===== config.mk =====
export PLATFORM = sky130hd
export DESIGN_NAME = flash_cmd_seq
export DESIGN_NICKNAME = d
export VERILOG_FILES = /design/src/rtl/fc_pkg.sv /design/src/rtl/fc_guard.sv /design/src/rtl/fc_lock_fsm.sv /design/src/rtl/fc_busy_timer.sv /design/src/rtl/flash_cmd_seq.sv
export SDC_FILE = /design/constraint.sdc
export NUM_CORES = 1
export LEC_CHECK = 0
export ABC_AREA = 1
export BUFFER_PORTS_ARGS = -buffer_cell sky130_fd_sc_hd__buf_2
export CELL_PAD_IN_SITES_DETAIL_PLACEMENT = 1
export CELL_PAD_IN_SITES_GLOBAL_PLACEMENT = 1
export CORE_MARGIN = 3
export CORE_UTILIZATION = 42
export CTS_BUF_LIST = sky130_fd_sc_hd__clkbuf_4 sky130_fd_sc_hd__clkbuf_8
export DETAILED_ROUTE_END_ITERATION = 12
export GPL_TIMING_DRIVEN = 0
export PLACE_DENSITY = 0.82
export SYNTH_ARGS = -nofsm -noshare
export SYNTH_HDL_FRONTEND = slang
export SYNTH_SLANG_ARGS = --single-unit

===== constraint.sdc =====
create_clock -name clk -period 2.7 [get_ports clk]
set_clock_uncertainty 0.1 [all_clocks]
set_input_delay 0.54 -clock clk [delete_from_list [all_inputs] [get_ports clk]]
set_output_delay 0.54 -clock clk [all_outputs]
set_load 0.02 [all_outputs]

===== src/rtl/fc_pkg.sv =====
package fc_pkg;
  typedef enum logic [1:0] {
    LK_SHUT = 2'd0,
    LK_HALF = 2'd1,
    LK_OPEN = 2'd2
  } lock_e;

  typedef enum logic [1:0] {
    OP_NONE   = 2'd0,
    OP_PROG   = 2'd1,
    OP_PERASE = 2'd2,
    OP_MERASE = 2'd3
  } op_e;

  localparam logic [7:0] KEY_FIRST  = 8'h73;
  localparam logic [7:0] KEY_SECOND = 8'h8C;
  localparam logic [7:0] CMD_PERASE = 8'h95;
  localparam logic [7:0] CMD_MERASE = 8'h63;
  localparam logic [7:0] CMD_RELOCK = 8'hFF;

  localparam logic [1:0] REG_CTL  = 2'd0;
  localparam logic [1:0] REG_PAGE = 2'd1;
  localparam logic [1:0] REG_FHI  = 2'd2;
  localparam logic [1:0] REG_FLO  = 2'd3;
endpackage


===== src/rtl/fc_guard.sv =====
module fc_guard
  import fc_pkg::*;
#(
  parameter int PAGE_W   = 7,
  parameter int HI_FIRST = 64
) (
  input  op_e               op,
  input  logic [PAGE_W-1:0] tgt_page,
  input  logic [PAGE_W-1:0] sel_page,
  input  logic [1:0]        prot_lvl,
  input  logic              freq_set,
  output logic              grant
);
  logic tgt_locked;
  logic sel_locked;

  always_comb begin
    tgt_locked = prot_lvl[1] | (prot_lvl[0] & (int'(tgt_page) >= HI_FIRST));
    sel_locked = prot_lvl[1] | (prot_lvl[0] & (int'(sel_page) >= HI_FIRST));
    case (op)
      OP_PROG:   grant = freq_set & (tgt_page == sel_page) & ~tgt_locked;
      OP_PERASE: grant = freq_set & ~sel_locked;
      OP_MERASE: grant = freq_set & (prot_lvl == 2'b00);
      default:   grant = 1'b0;
    endcase
  end
endmodule


===== src/rtl/fc_lock_fsm.sv =====
module fc_lock_fsm
  import fc_pkg::*;
(
  input  logic       clk,
  input  logic       rst_n,
  input  logic       ctl_wr,
  input  logic [7:0] ctl_data,
  input  logic       prog_try,
  input  logic       grant,
  output lock_e      lock_q,
  output op_e        op_req,
  output logic       issue
);
  lock_e lock_d;

  always_comb begin
    lock_d = lock_q;
    op_req = OP_NONE;
    case (lock_q)
      LK_SHUT: if (ctl_wr && ctl_data == KEY_FIRST) lock_d = LK_HALF;
      LK_HALF: if (ctl_wr) lock_d = (ctl_data == KEY_SECOND) ? LK_OPEN : LK_SHUT;
      LK_OPEN: begin
        if (ctl_wr) begin
          if (ctl_data == CMD_PERASE)      op_req = OP_PERASE;
          else if (ctl_data == CMD_MERASE) op_req = OP_MERASE;
          else                             lock_d = LK_SHUT;
        end else if (prog_try) begin
          op_req = OP_PROG;
        end
      end
      default: lock_d = LK_SHUT;
    endcase
    if (op_req != OP_NONE && !grant) lock_d = LK_SHUT;
  end

  assign issue = (op_req != OP_NONE) && grant;

  always_ff @(posedge clk or negedge rst_n) begin
    if (!rst_n) lock_q <= LK_SHUT;
    else        lock_q <= lock_d;
  end

  assert_half_from_key_R2: assert property (@(posedge clk) disable iff (!rst_n)
    (lock_q == LK_HALF && $past(lock_q) != LK_HALF) |->
      ($past(lock_q) == LK_SHUT && $past(ctl_wr) && $past(ctl_data) == KEY_FIRST));

  assert_open_from_key_R3: assert property (@(posedge clk) disable iff (!rst_n)
    (lock_q == LK_OPEN && $past(lock_q) != LK_OPEN) |->
      ($past(lock_q) == LK_HALF && $past(ctl_data) == KEY_SECOND));

  assert_relock_leaves_open_R4: assert property (@(posedge clk) disable iff (!rst_n)
    ($past(lock_q) == LK_OPEN && $past(ctl_wr) && $past(ctl_data) == CMD_RELOCK) |->
      lock_q == LK_SHUT);
endmodule


===== src/rtl/fc_busy_timer.sv =====
module fc_busy_timer
  import fc_pkg::*;
#(
  parameter int FREQ_W    = 16,
  parameter int PROG_SH   = 0,
  parameter int PERASE_SH = 2,
  parameter int MERASE_SH = 3
) (
  input  logic              clk,
  input  logic              rst_n,
  input  logic              load,
  input  op_e               op,
  input  logic [FREQ_W-1:0] freq,
  output logic              busy
);
  localparam int CNT_W = FREQ_W + MERASE_SH;

  logic [CNT_W-1:0] cnt_q, cnt_d, fext, dur;
  logic             cnt_en;

  always_comb begin
    fext = {{MERASE_SH{1'b0}}, freq};
    case (op)
      OP_PROG:   dur = fext << PROG_SH;
      OP_PERASE: dur = fext << PERASE_SH;
      OP_MERASE: dur = fext << MERASE_SH;
      default:   dur = '0;
    endcase
    cnt_en = load | (cnt_q != '0);
    cnt_d  = load ? dur : cnt_q - 1'b1;
  end

  always_ff @(posedge clk or negedge rst_n) begin
    if (!rst_n)      cnt_q <= '0;
    else if (cnt_en) cnt_q <= cnt_d;
  end

  assign busy = (cnt_q != '0);

  assert_busy_countdown_R5: assert property (@(posedge clk) disable iff (!rst_n)
    ($past(busy) && !$past(load)) |-> cnt_q == $past(cnt_q) - 1'b1);
endmodule


===== src/rtl/flash_cmd_seq.sv =====
module flash_cmd_seq
  import fc_pkg::*;
#(
  parameter int PAGES      = 128,
  parameter int PAGE_BYTES = 512,
  parameter int FREQ_W     = 16
) (
  input  logic       clk,
  input  logic       rst_n,
  input  logic       wr_en,
  input  logic [1:0] wr_addr,
  input  logic [7:0] wr_data,
  input  logic [1:0] rd_addr,
  output logic [7:0] rd_data,
  input  logic       prog_req,
  input  logic [$clog2(PAGES)+$clog2(PAGE_BYTES)-1:0] prog_addr,
  input  logic [7:0] prog_data,
  input  logic [1:0] prot_lvl,
  output logic       busy,
  output logic       fl_strobe,
  output logic [1:0] fl_cmd,
  output logic [$clog2(PAGES)-1:0] fl_page,
  output logic [$clog2(PAGE_BYTES)-1:0] fl_off,
  output logic [7:0] fl_wdata
);
  localparam int PAGE_W   = $clog2(PAGES);
  localparam int OFF_W    = $clog2(PAGE_BYTES);
  localparam int HI_FIRST = PAGES / 2;

  logic [PAGE_W-1:0] page_q;
  logic [7:0]        fhi_q, flo_q;
  logic              cfg_ok, ctl_wr, prog_try, grant, issue;
  logic              page_en, fhi_en, flo_en;
  lock_e             lock_q;
  op_e               op_req;
  logic [PAGE_W-1:0] tgt_page;

  assign cfg_ok   = wr_en & ~busy;
  assign ctl_wr   = cfg_ok & (wr_addr == REG_CTL);
  assign page_en  = cfg_ok & (wr_addr == REG_PAGE);
  assign fhi_en   = cfg_ok & (wr_addr == REG_FHI);
  assign flo_en   = cfg_ok & (wr_addr == REG_FLO);
  assign prog_try = prog_req & ~busy;
  assign tgt_page = prog_addr[PAGE_W+OFF_W-1:OFF_W];

  always_ff @(posedge clk or negedge rst_n) begin
    if (!rst_n) begin
      page_q <= '0;
      fhi_q  <= '0;
      flo_q  <= '0;
    end else begin
      if (page_en) page_q <= wr_data[PAGE_W-1:0];
      if (fhi_en)  fhi_q  <= wr_data;
      if (flo_en)  flo_q  <= wr_data;
    end
  end

  fc_lock_fsm u_fsm (
    .clk(clk), .rst_n(rst_n), .ctl_wr(ctl_wr), .ctl_data(wr_data),
    .prog_try(prog_try), .grant(grant), .lock_q(lock_q),
    .op_req(op_req), .issue(issue)
  );

  fc_guard #(.PAGE_W(PAGE_W), .HI_FIRST(HI_FIRST)) u_guard (
    .op(op_req), .tgt_page(tgt_page), .sel_page(page_q),
    .prot_lvl(prot_lvl), .freq_set({fhi_q, flo_q} != 16'h0000), .grant(grant)
  );

  fc_busy_timer #(.FREQ_W(FREQ_W)) u_timer (
    .clk(clk), .rst_n(rst_n), .load(issue), .op(op_req),
    .freq({fhi_q, flo_q}), .busy(busy)
  );

  // Array-side outputs, registered at the grant edge.
  logic [1:0]        cmd_d;
  logic [PAGE_W-1:0] pg_d;
  logic [OFF_W-1:0]  off_d;
  logic [7:0]        dat_d;

  always_comb begin
    cmd_d = issue ? op_req : OP_NONE;
    pg_d  = '0;
    off_d = '0;
    dat_d = 8'hFF;
    if (op_req == OP_PROG) begin
      pg_d  = tgt_page;
      off_d = prog_addr[OFF_W-1:0];
      dat_d = prog_data;
    end else if (op_req == OP_PERASE) begin
      pg_d  = page_q;
    end
  end

  always_ff @(posedge clk or negedge rst_n) begin
    if (!rst_n) begin
      fl_strobe <= 1'b0;
      fl_cmd    <= OP_NONE;
      fl_page   <= '0;
      fl_off    <= '0;
      fl_wdata  <= '0;
    end else begin
      fl_strobe <= issue;
      fl_cmd    <= cmd_d;
      if (issue) begin
        fl_page  <= pg_d;
        fl_off   <= off_d;
        fl_wdata <= dat_d;
      end
    end
  end

  always_comb begin
    case (rd_addr)
      REG_CTL:  rd_data = {busy, 5'b0, lock_q};
      REG_PAGE: rd_data = {{(8-PAGE_W){1'b0}}, page_q};
      REG_FHI:  rd_data = fhi_q;
      default:  rd_data = flo_q;
    endcase
  end

  assert_strobe_from_open_R8: assert property (@(posedge clk) disable iff (!rst_n)
    fl_strobe |-> $past(lock_q) == LK_OPEN);

  assert_strobe_sets_busy_R5: assert property (@(posedge clk) disable iff (!rst_n)
    fl_strobe |-> busy);

  assert_no_strobe_while_busy_R9: assert property (@(posedge clk) disable iff (!rst_n)
    busy |=> !fl_strobe);

  assert_mass_needs_no_prot_R6: assert property (@(posedge clk) disable iff (!rst_n)
    (fl_strobe && fl_cmd == OP_MERASE) |-> $past(prot_lvl) == 2'b00);

  assert_prog_page_match_R7: assert property (@(posedge clk) disable iff (!rst_n)
    (fl_strobe && fl_cmd == OP_PROG) |-> fl_page == $past(page_q));
endmodule


## Word level (Yosys, flattened, before mapping)

Index checks and enable logic that the tools add are counted.

- Logic and storage cells: 85
- Output and inout port bits: 36
- Memory bits (read-only): 0
- Memories kept: 0
- Memory bits (writable): 0
- Latch bits: 0
- Input port bits: 42
- Register bits after elaboration: 71

- Reduce and logical (&&, ||, !) cells: 12
- Magnitude comparators: 2
- Equality and inequality tests: 20
- Divide/modulo/power cells: 0
- Shift-type cells: 0
- Multiplexer cells: 22
- $mul: 0
- Bitwise gates (word level): 18
- $add $sub $neg: 1

Operators by type and width:

| operator | count |
|---|---|
| case mux 19 bit (3 select lines) | 1 |
| 2-to-1 mux 2 bit | 12 |
| case mux 8 bit (3 select lines) | 1 |
| 2-to-1 mux 19 bit | 1 |
| nonzero test 19 bit | 1 |
| subtractor 19 x 1 -> 19 bit (second input constant) | 1 |
| == test 8 x 7 -> 1 bit (second input constant) | 2 |
| == test 8 bit (second input constant) | 2 |
| nonzero test 16 bit | 1 |
| greater-or-equal comparator 7 bit (second input constant) | 2 |
| 2-to-1 mux 7 bit | 2 |
| bitwise AND 1 bit | 12 |
| == test 2 bit (second input constant) | 6 |
| 2-to-1 mux 9 bit | 1 |
| != test 3 x 1 -> 1 bit (second input constant) | 3 |
| == test 2 x 1 -> 1 bit (second input constant) | 4 |
| zero test 2 bit | 4 |
| 2-to-1 mux 8 bit | 1 |
| == test 7 bit | 1 |
| != test 3 bit (second input constant) | 2 |
| case mux 2 bit (3 select lines) | 1 |
| AND reduction 5 bit | 1 |
| logical AND 1 bit | 3 |
| inverter 1 bit | 3 |
| other kinds (5) | 7 |

## Longest topological paths before layout

Gate-level depths: netlist (run 1).

- Depth after elaboration: 12
- Mapped depth: 16
- Mapped depth without buffers: 15

## Modules after synthesis

Synthesis (run 1) repeated with hierarchy kept, for this count alone.

- Cell total of the unflattened synthesis: 627
- Area, all modules: 4327.9 um^2

Modules (own cells, without submodules):

| module | cells an instance | seq. area each (um^2) | times used | area each (um^2) |
|---|---|---|---|---|
| flash_cmd_seq | 292 | 1251.2 | 1 | 2275.9 |
| fc_busy_timer | 241 | 475.5 | 1 | 1609.0 |
| fc_lock_fsm | 61 | 50.0 | 1 | 294.0 |
| fc_guard | 33 | 0.0 | 1 | 148.9 |

## Worst setup path before layout (run 1)

Ideal clock, no wire load.

- Path kind: register -> output
- Start: register u_timer.cnt_q[0]
- End: output port rd_data[7]
- Slack: 363 ps
- Data required time: 2060 ps
- Arrival time: 1697 ps
- Cell stages (with the launch flop): 9
- Path buffers: 1
- Cells stage by stage: dfrtp_1 inv_1 ha_1 nand3_2 nor2_4 nand2_2 clkbuf_1 nand2_1 o221ai_1

- Longest elaborated chain between the ends: 2

Ends and longest elaborated chain:

| element | RTL line | text |
|---|---|---|
| from (decl) | fc_busy_timer.sv:18 | `logic [CNT_W-1:0] cnt_q, cnt_d, fext, dur;` |
| from (signal assigned) | fc_busy_timer.sv:35 | `else if (cnt_en) cnt_q <= cnt_d;` |
| nonzero test 19 bit | fc_busy_timer.sv:38 | `assign busy = (cnt_q != '0);` |
| net busy | flash_cmd_seq.sv:19 | `output logic busy,` |
| case mux 8 bit (3 select lines) | flash_cmd_seq.sv:113 | `case (rd_addr)` |
| to (decl) | flash_cmd_seq.sv:14 | `output logic [7:0] rd_data,` |

The timed path passes the listed nets, and every way through them passes these cells.

## Final worst setup path (run 1)

- Start: register u_timer.cnt_q[1]
- End: output port rd_data[7]

- Longest elaborated chain between the ends: 2

Ends and longest elaborated chain:

| element | RTL line |
|---|---|
| nonzero test 19 bit | fc_busy_timer.sv:38 |
| case mux 8 bit (3 select lines) | flash_cmd_seq.sv:113 |

Every way passes these cells.

==> metrics.md, run 1 <==
| Metric | Value |
|---|---|
| H-tree Lvls | 3 |
| WHS | 0.0557 ns |
| Root Driver | clkbuf_8 |
| Hpwl dp | 11700 µm |
| Critical path launch point | u_timer.cnt_q[1] |
| Vias in the first global route | 4651 |
| Ys Warns | 0 |
| Core box area | 0.00995 mm² |
| Post-Syn Nets | 664 |
| Critical Path Max Stage Delay | 0.41 ns |
| Slew headroom | 62.7% |
| Placed inst area | 0.00497 mm² |
| Top Ports | 78 |
| CTS tree | done |
| Post-layout minimum cycle time | 2.63 ns |
| Critical path startpoint category | flip-flop |
| Initial antenna violation count | 0 |
| Total CTS buffers | 9 |
| Status | finished, final reports clean |
| Register area share after synthesis | 40.5% |
| Remaining DRCs | 0 |
| Clock-pin slew on the worst setup and hold paths | 0.09 ns |
| Critical Path RT | 2.06 ns |
| RSZ-0062 raised after global routing | yes |
| Mapped Area | 0.00439 mm² |
| Max Cap Viol | 0 |
| Port bufs | 77 |
| Crit path to | rd_data[7] |
| Overall power | 2.14 mW |
| Tcrit/Tclk final | 97.4% |
| Synth top area cells | dfrtp_1, nand2_1, inv_1 |
| Die width | 108 µm |
| Fmax | 380 MHz |
| Crit-path cells | inv_1, ha_4, nand3_4, nor2_4, nand2_4, buf_8, nand2_1, o221ai_2, buf_4 |
| Max-slew violations | 0 |
| Syn avg cell area | 7.08 µm² |
| DR iter-0 viols | 296 |
| Ys async rst share | 100% |
| Post-Synthesis Cells | 620 |
| FP Rows | 36 |
| P_leak | 2.83 nW |
| Synth area leader | dfrtp_1 |
| Grt total ovfl | 0 |
| RD Place Congestion | 0.934 |
| Reg2Reg Depth | 14 |
| DR vias/cell | 5.33 |
| Antenna Violating Nets Remaining | 0 |
| Critical register-to-register path endpoint | u_timer.cnt_q[0] |
| Router iterations before antenna repair | 4 |
| Clock Path Buffers | 2 |
| Hold Fails Final Rpt | 0 |
| Design Area, Final | 0.00538 mm² |
| Cell Pwr Density | 398 mW/mm² |
| Least-Margin Pin Slew | 0.555 ns |
| Synthesized flop and latch total | 71 |
| Setup-failing EPs final | 0 |
| Layout cells sized above 1 | 21.7% |
| Via count | 4571 |
| Critical path type | flip-flop to output port |
| Worst min path class | input port to asynchronous set/reset pin |
| Crit Path Max Fanout | 4 |
| Overall Global Routing Usage | 27.0% |
| Clock Sinks | 71 |
| Fin Setup TNS | 0 ns |
| Initial Util | 44.1% |
| Top_reg_cell synth | dfrtp_1 |
| Netlist cell types | 41 |
| R2r setup slk | 0.10 ns |
| Critical-path top delay cell | dfrtp_1 |
| Clock latency on the worst-skew pair | 0.37 ns |
| N_diodes | 0 |
| P&R area growth vs syn | 22.5% |
| Largest net degree at the start of global routing | 72 |
| Hold bufs inserted after CTS | 0 |
| Area of the die | 0.0117 mm² |
| Critical Path AT | 1.99 ns |
| Die height | 108 µm |
| WL per Instance | 18.1 µm |
| Final #Nets | 763 |
| First-pass GRT wire length | 24200 µm |
| Post-synth top area share | 40.5% |
| EDFF count, synth | 0 |
| Worst reg2reg startpoint | u_timer.cnt_q[1] |
| CP Capture Type | output port |
| VDD IR-drop max | 0.000289 V |
| DRT Wirelength | 15500 µm |
==> layer usage <==
| layer | vias up | routed length, µm | global-route usage [%] | share of wire, % |
|---|---|---|---|---|
| li1 | 2200 | - | - | - |
| met2 | 90 | 7690 | 44.9 | 50 |
| met5 | - | 0 | 0 | 0 |
| met4 | 0 | 199 | 7.30 | 1.3 |
| met1 | 2266 | 6970 | 36.1 | 45 |
| met3 | 15 | 646 | 5.31 | 4.2 |
==> layout by cell type (no fill, tap or decap), types with 3 or more instances in the layout <==
cell and n:
nand2_1 159, inv_1 87, buf_2 75, dfrtp_1 70, nor2_1 68, nand3_1 46, o21ai_0 41, nand4_1 17
a21oi_1 14, o21ai_1 14, buf_4 13, o22ai_1 10, clkbuf_8 10, nor2_4 7, xor2_1 7, or2_2 7
nor3_1 6, buf_6 6, o211ai_1 6, nor2_2 4, inv_2 4, xnor2_1 4, o221ai_1 3, clkbuf_1 3
or2_1 3, clkbuf_4 3
==> area by class of cell <==
type                       instances  area, µm²
fill                            1333       4580
multi-input combinational        441       2250
sequential                        71       1780
timing repair buffer              88        493
inverter                          93        354
tap                              133        166
clock buffer                      10        138
buffer                            15        129
clock inverter                     6       67.6
==> state kept, by name (all words and copies together), names as in the netlist <==
signal         count
fl_page            7
flo_q              8
fhi_q              8
fl_strobe          1
u_timer.cnt_q     19
page_q             7
u_fsm.lock_q       2
fl_cmd             2
fl_off             9
fl_wdata           8
==> stage by stage <==
step	cells	setup slack [ns]	utilization, %
5_1_grt	857	-0.0414	54.0
2_1_floorplan	620	0.363	-
4_1_cts	847	-0.105	52.4
3_3_place_gp	830	-0.0614	49.6
6_report	857	0.0689	54.0
3_5_place_dp	831	-0.143	49.9
==> power breakdown <==
part           switching, mW  internal (mW)
Clock                  0.457          0.455
Combinational         0.0968         0.0510
Sequential           0.00984           1.07
Total                  0.564           1.57
==> worst max-delay path: cells and delay by family, from the launching register on <==
kind | cells | cell delay, ns
AO/OA/AOI/OAI | 1 | 0.10
flip-flops | 1 | 0.41
AND/OR/NAND/NOR | 4 | 0.47
adder cells (fa/ha/maj) | 1 | 0.18
buffers and inverters | 3 | 0.45
==> how the worst min path moves through the flow <==
stage	cells past startpoint	to	slack [ns]	startpoint
detailed placement	2	fl_off[8]	0.36	fl_off[8]
floorplan	0	fhi_q[0]	0.14	rst_n
global route	2	fl_page[4]	0.08	rst_n
CTS	2	u_timer.cnt_q[10]	0.09	rst_n
finish	2	fl_page[4]	0.06	rst_n
global placement	2	fl_off[0]	0.36	fl_off[0]
==> cells in the mapped netlist (3+ instances only) <==
| cell | count |
|---|---|
| dfrtp_1 | 71 |
| a21oi_1 | 14 |
| buf_2 | 5 |
| o21ai_1 | 14 |
| inv_1 | 88 |
| nand4_1 | 17 |
| o21ai_0 | 41 |
| inv_2 | 4 |
| nand2_2 | 3 |
| o211ai_1 | 6 |
| nor2_2 | 6 |
| clkbuf_1 | 5 |
| xnor2_1 | 4 |
| buf_6 | 4 |
| nand2_1 | 159 |
| nor3_1 | 6 |
| nor2_1 | 70 |
| nor2_4 | 3 |
| nand3_1 | 47 |
| o221ai_1 | 4 |
| or2_1 | 3 |
| or2_2 | 7 |
| xor2_1 | 7 |
| o22ai_1 | 11 |
==> timing repair <==
action / 4_1_cts / 5_1_grt
gates resized for setup: 10 / 25
endpoints found under the setup margin: 43 / 52
pin swaps: 1 / 6
setup buffers: 0 / 10
==> cell families after synthesis <==
| family | count (synthesis) | share of synthesized area [%] |
|---|---|---|
| buf+inv | 108 | 10.1 |
| simple gates | 331 | 34.0 |
| fa+ha+maj | 2 | 0.570 |
| compound gates | 97 | 12.6 |
| flops | 71 | 40.5 |
| xor+xnor | 11 | 2.19 |
(Power assumes the default switching activity.)
==> run 2, diff against run 1 <==
--- a/config.mk
+++ b/config.mk
@@ -14,7 +14,8 @@
 export CTS_BUF_LIST = sky130_fd_sc_hd__clkbuf_4 sky130_fd_sc_hd__clkbuf_8
 export DETAILED_ROUTE_END_ITERATION = 12
 export GPL_TIMING_DRIVEN = 0
-export PLACE_DENSITY = 0.82
+export PLACE_DENSITY_LB_ADDON = 0.1
+export RECOVER_POWER = 100
 export SYNTH_ARGS = -nofsm -noshare
 export SYNTH_HDL_FRONTEND = slang
 export SYNTH_SLANG_ARGS = --single-unit
==> run 2 against run 1 <==
The flow now finishes with violations (capacitance limit, slew limit); routed wire length increased by 0.21%; hold slack improved by 0.23 ns; sequential cell count unchanged; highest routed layer unchanged.
==> metrics.md, run 2 (synthesis gave the netlist of run 1 again) <==
| Metric | Value |
|---|---|
| Final #Nets | 764 |
| VDD IR-drop max | 0.000254 V |
| Hold bufs inserted after CTS | 0 |
| Max-slew violations | 34 |
| Remaining DRCs | 0 |
| Initial antenna violation count | 0 |
| Via count | 4657 |
| Root Driver | clkbuf_8 |
| Core box area | 0.00995 mm² |
| DRT Wirelength | 15500 µm |
| DR vias/cell | 5.43 |
| Hpwl dp | 11800 µm |
| Largest net degree at the start of global routing | 39 |
| P_leak | 2.70 nW |
| First-pass GRT wire length | 24400 µm |
| Hold Fails Final Rpt | 0 |
| Overall Global Routing Usage | 27.1% |
| Place WS | -0.280 ns |
| Total CTS buffers | 9 |
| Placed inst area | 0.00496 mm² |
| P&R area growth vs syn | 21.0% |
| Layout cells sized above 1 | 18.5% |
| Fill cells | 1339 |
| Reg with most FFs | u_timer.cnt_q |
| FP Rows | 36 |
| Worst min path class | input port to flip-flop |
| WL per Instance | 18.1 µm |
| Final Util | 53.4% |
| Status | complete, but fails checks |
| Largest regs | u_timer.cnt_q: 19 flops, fl_off: 9 flops |
| R2r setup slk | 0.13 ns |
| Crit-path cells | inv_2, ha_4, nand3_2, nor2_4, nand2_4, buf_8, nand2_1, o221ai_2, buf_4 |
| Grt total ovfl | 0 |
| Placed instance count | 831 |
| Vias in the first global route | 4820 |
| Die width | 108 µm |
| Initial Util | 44.1% |
| DR iter-0 viols | 265 |
| Setup-failing EPs final | 0 |
| H-tree Lvls | 3 |
| Failing checks | capacitance limit, slew limit |
| Die height | 108 µm |
| Router iterations before antenna repair | 5 |
| Area of the die | 0.0117 mm² |
| Cell Count, Final, Fillers Out | 858 |
| Slew headroom | -30.5% |
| WP buf/inv | 3 |
| Critical path startpoint category | flip-flop |
| Clock-pin slew on the worst setup and hold paths | 0.09 ns |
| Clock latency on the worst-skew pair | 0.37 ns |
| Critical Path AT | 1.95 ns |
| CTS tree | done |
| Max Cap Viol | 1 |
| Critical Path Max Stage Delay | 0.42 ns |
| Overall power | 2.07 mW |
| Post-layout minimum cycle time | 2.59 ns |
| Clock Path Buffers | 2 |
| Largest register FFs | 19 |
| Antenna Violating Nets Remaining | 0 |
| Least-Margin Pin Slew | 1.96 ns |
| Port bufs | 77 |
| Cell Pwr Density | 390 mW/mm² |
| Fmax | 386 MHz |
| N_diodes | 0 |
| Fin Setup TNS | 0 ns |
| Tcrit/Tclk final | 96.0% |
| Crit Path Max Fanout | 10 |
| CP delay by family, top | simple AND/OR/NAND/NOR gates |
| CP Capture Type | output port |
| Crit path setup slack, layout | 0.107 ns |
| Design Area, Final | 0.00531 mm² |
| Critical path type | flip-flop to output port |
| Critical Path RT | 2.06 ns |
| Most frequent cells in the layout | nand2_1, inv_1, dfrtp_1, nor2_1, buf_2 |
| Clock Sinks | 71 |
| RD Place Congestion | 0.936 |
| Critical-path top delay cell | dfrtp_1 |
| Commonest non-fill, non-tap cell in the layout | nand2_1 |
| Top Ports | 78 |
| WHS | 0.291 ns |
==> run 2: final cells by class <==
class                           instances  area [µm²]  share of cell area, %
Clock inverter                          7        61.3                   1.15
Clock buffer                            9         124                   2.33
Buffer                                 15         118                   2.21
Multi-Input combinational cell        441        2260                   42.5
Inverter                               93         352                   6.62
Timing Repair Buffer                   89         455                   8.57
Sequential cell                        71        1780                   33.5
Tap cell                              133         166                   3.13
==> run 2: power by group <==
group	total, mW	switching, mW	internal [mW]	leakage, nW
Clock	0.848	0.497	0.351	0.0888
Combinational	0.146	0.0967	0.0493	1.65
Sequential	1.08	0.00926	1.07	0.961
Total	2.07	0.603	1.47	2.70
==> run 2: worst paths after layout <==
check,start,endpoint,cells after the start
max in group asynchronous,rst_n,page_q[0],1
setup reg to reg,u_timer.cnt_q[9],u_timer.cnt_q[0],13
setup / recovery,u_timer.cnt_q[1],rd_data[7],9
min in group asynchronous,rst_n,fl_page[5],1
hold reg to reg,fl_off[0],fl_off[0],2
hold / removal,prog_addr[0],fl_off[0],3
==> run 2: timing repair <==
item	in CTS	in global routing
setup endpoints to repair	43	45
pin swaps	1	4
endpoints found under the hold margin	0	0
gates resized for setup	13	23
setup buffers	1	10
==> run 2: worst reg2reg max path, cell delays in order, from the launching register on <==
cell and delay [ns]:
dfrtp_2 0.45, nor2_2 0.14, nand2_1 0.10, nor2_4 0.26, nand4_4 0.21, nor2_4 0.19, inv_2 0.06, nor3_2 0.19
nand2_4 0.13, nand2_4 0.13, buf_6 0.17, buf_6 0.16, nand3_1 0.13, o21ai_1 0.10
==> run 2: layer usage <==
metal | up-vias | wire (µm) | global-route usage, %
met5 | - | 0 | 0
met4 | 0 | 369 | 9.29
met3 | 30 | 838 | 5.49
met2 | 131 | 7420 | 44.8
met1 | 2287 | 6910 | 35.6
li1 | 2209 | - | -
==> run 3, diff against run 2 <==
--- a/config.mk
+++ b/config.mk
@@ -8,9 +8,9 @@
 export ABC_AREA = 1
 export BUFFER_PORTS_ARGS = -buffer_cell sky130_fd_sc_hd__buf_2
 export CELL_PAD_IN_SITES_DETAIL_PLACEMENT = 1
-export CELL_PAD_IN_SITES_GLOBAL_PLACEMENT = 1
+export CELL_PAD_IN_SITES_GLOBAL_PLACEMENT = 2
 export CORE_MARGIN = 3
-export CORE_UTILIZATION = 42
+export CORE_UTILIZATION = 32
 export CTS_BUF_LIST = sky130_fd_sc_hd__clkbuf_4 sky130_fd_sc_hd__clkbuf_8
 export DETAILED_ROUTE_END_ITERATION = 12
 export GPL_TIMING_DRIVEN = 0
==> run 3 against run 2 <==
Critical endpoint unchanged; setup slack improved by 0.0019 ns; critical path depth unchanged; the flow still finishes with violations (capacitance limit, slew limit); maximum frequency about the same; highest routed layer unchanged.
==> metrics.md, run 3 (synthesis gave the netlist of run 1 again) <==
| Metric | Value |
|---|---|
| Largest regs | u_timer.cnt_q: 19 flops, fl_off: 9 flops |
| VDD IR-drop max | 0.000186 V |
| Hold Fails Final Rpt | 0 |
| CP Capture Type | output port |
| Router iterations before antenna repair | 4 |
| Tcrit/Tclk final | 95.9% |
| Remaining DRCs | 0 |
| Initial antenna violation count | 0 |
| Fin Setup TNS | 0 ns |
| Die width | 123 µm |
| Hold bufs inserted after CTS | 0 |
| Crit path setup slack, layout | 0.109 ns |
| Overall power | 2.05 mW |
| Root Driver | clkbuf_8 |
| Grt total ovfl | 0 |
| Cell Count, Final, Fillers Out | 904 |
| Fmax | 386 MHz |
| Pint | 1.47 mW |
| Reg with most FFs | u_timer.cnt_q |
| Clock Sinks | 71 |
| H-tree Lvls | 3 |
| Largest register FFs | 19 |
| Critical Path AT | 1.95 ns |
| Final Util | 40.6% |
| Critical Path RT | 2.06 ns |
| Max-slew violations | 32 |
| P&R area growth vs syn | 23.5% |
| Place WS | -0.281 ns |
| DR vias/cell | 4.92 |
| WHS | 0.288 ns |
| DR iter-0 viols | 166 |
| Crit Path Max Fanout | 10 |
| Critical path startpoint category | flip-flop |
| Largest net degree at the start of global routing | 41 |
| First-pass GRT wire length | 24800 µm |
| Top Ports | 78 |
| Clock latency on the worst-skew pair | 0.37 ns |
| Least-Margin Pin Slew | 1.91 ns |
| RD Place Congestion | 0.904 |
| Die height | 123 µm |
| Design Area, Final | 0.00542 mm² |
| Post-layout minimum cycle time | 2.59 ns |
| Antenna Violating Nets Remaining | 0 |
| P_leak | 2.67 nW |
| Overall Global Routing Usage | 21.5% |
| CTS tree | done |
| Max Cap Viol | 1 |
| Failing checks | capacitance limit, slew limit |
| Psw | 0.583 mW |
| Vias in the first global route | 4561 |
| DRT Wirelength | 15700 µm |
| WL per Instance | 17.4 µm |
| FP Rows | 42 |
| N_diodes | 0 |
| Port bufs | 77 |
| Final #Nets | 767 |
| Hpwl dp | 12300 µm |
| Critical path type | flip-flop to output port |
| Status | complete, but fails checks |
| Commonest non-fill, non-tap cell in the layout | nand2_1 |
| Initial Util | 32.9% |
| Placed instance count | 874 |
| Most frequent cells in the layout | nand2_1, inv_1, dfrtp_1, nor2_1, nand3_1 |
| Area of the die | 0.0152 mm² |
| Clock Path Buffers | 2 |
| Slew headroom | -27.6% |
| Clock-pin slew on the worst setup and hold paths | 0.09 ns |
| Clock share of power | 40.3% |
| Core box area | 0.0133 mm² |
| Cell Pwr Density | 378 mW/mm² |
| Placed inst area | 0.00502 mm² |
| Seq pwr share | 52.6% |
| Total CTS buffers | 9 |
| Combinational Power Share | 7.1% |
| Setup-failing EPs final | 0 |
| Sw Share | 28.5% |
| Layout cells sized above 1 | 18.4% |
| Worst min path class | input port to flip-flop |
| Via count | 4449 |
[run 3: area by class of cell]
class	instances	area (µm²)
Sequential cell	71	1780
Tap cell	176	220
Clock inverter	7	58.8
Multi-Input combinational cell	441	2300
Buffer	15	115
Timing Repair Buffer	92	469
Inverter	93	352
Clock buffer	9	124
Fill cell	1761	7930
[run 3: power by group through the flow]
stage	Clock (mW)	Sequential (mW)	Combinational, mW
2_1_floorplan	0	1.10	0.0562
3_3_place_gp	0	1.10	0.137
3_5_place_dp	0	1.10	0.145
4_1_cts	0.855	1.08	0.147
5_1_grt	0.905	1.08	0.164
6_report	0.827	1.08	0.145
[run 3: per-layer routing]
layer	vias up	GRT usage [%]	part of all wire [%]
li1	2209	-	-
met1	2158	30.6	49
met2	64	34.2	47
met3	18	2.84	2.5
met4	0	6.16	1.5
met5	-	0	0
[run 3: worst paths after layout]
path	startpoint	end	slack, ns	cells past startpoint
hold reg to reg	fl_off[5]	fl_off[5]	0.39	2
hold / removal	prog_addr[5]	fl_off[5]	0.29	3
setup / recovery	u_timer.cnt_q[0]	rd_data[7]	0.11	9
setup reg to reg	u_timer.cnt_q[9]	fl_page[4]	0.14	10
min in group asynchronous	rst_n	fl_page[0]	0.59	1
max in group asynchronous	rst_n	u_timer.cnt_q[9]	0.67	1
[run 3: worst max-delay path, cell delays in order (launching register included)]
cell	delay (ns)
dfrtp_1	0.42
inv_2	0.10
ha_4	0.15
nand3_2	0.09
nor2_4	0.19
nand2_4	0.07
clkbuf_8	0.18
nand2_1	0.08
o221ai_2	0.11
buf_4	0.18
[run 3: timing repair]
action,4_1_cts,5_1_grt
pin swaps,2,9
gates resized for setup,16,24
setup endpoints to repair,43,42
setup buffers,4,10
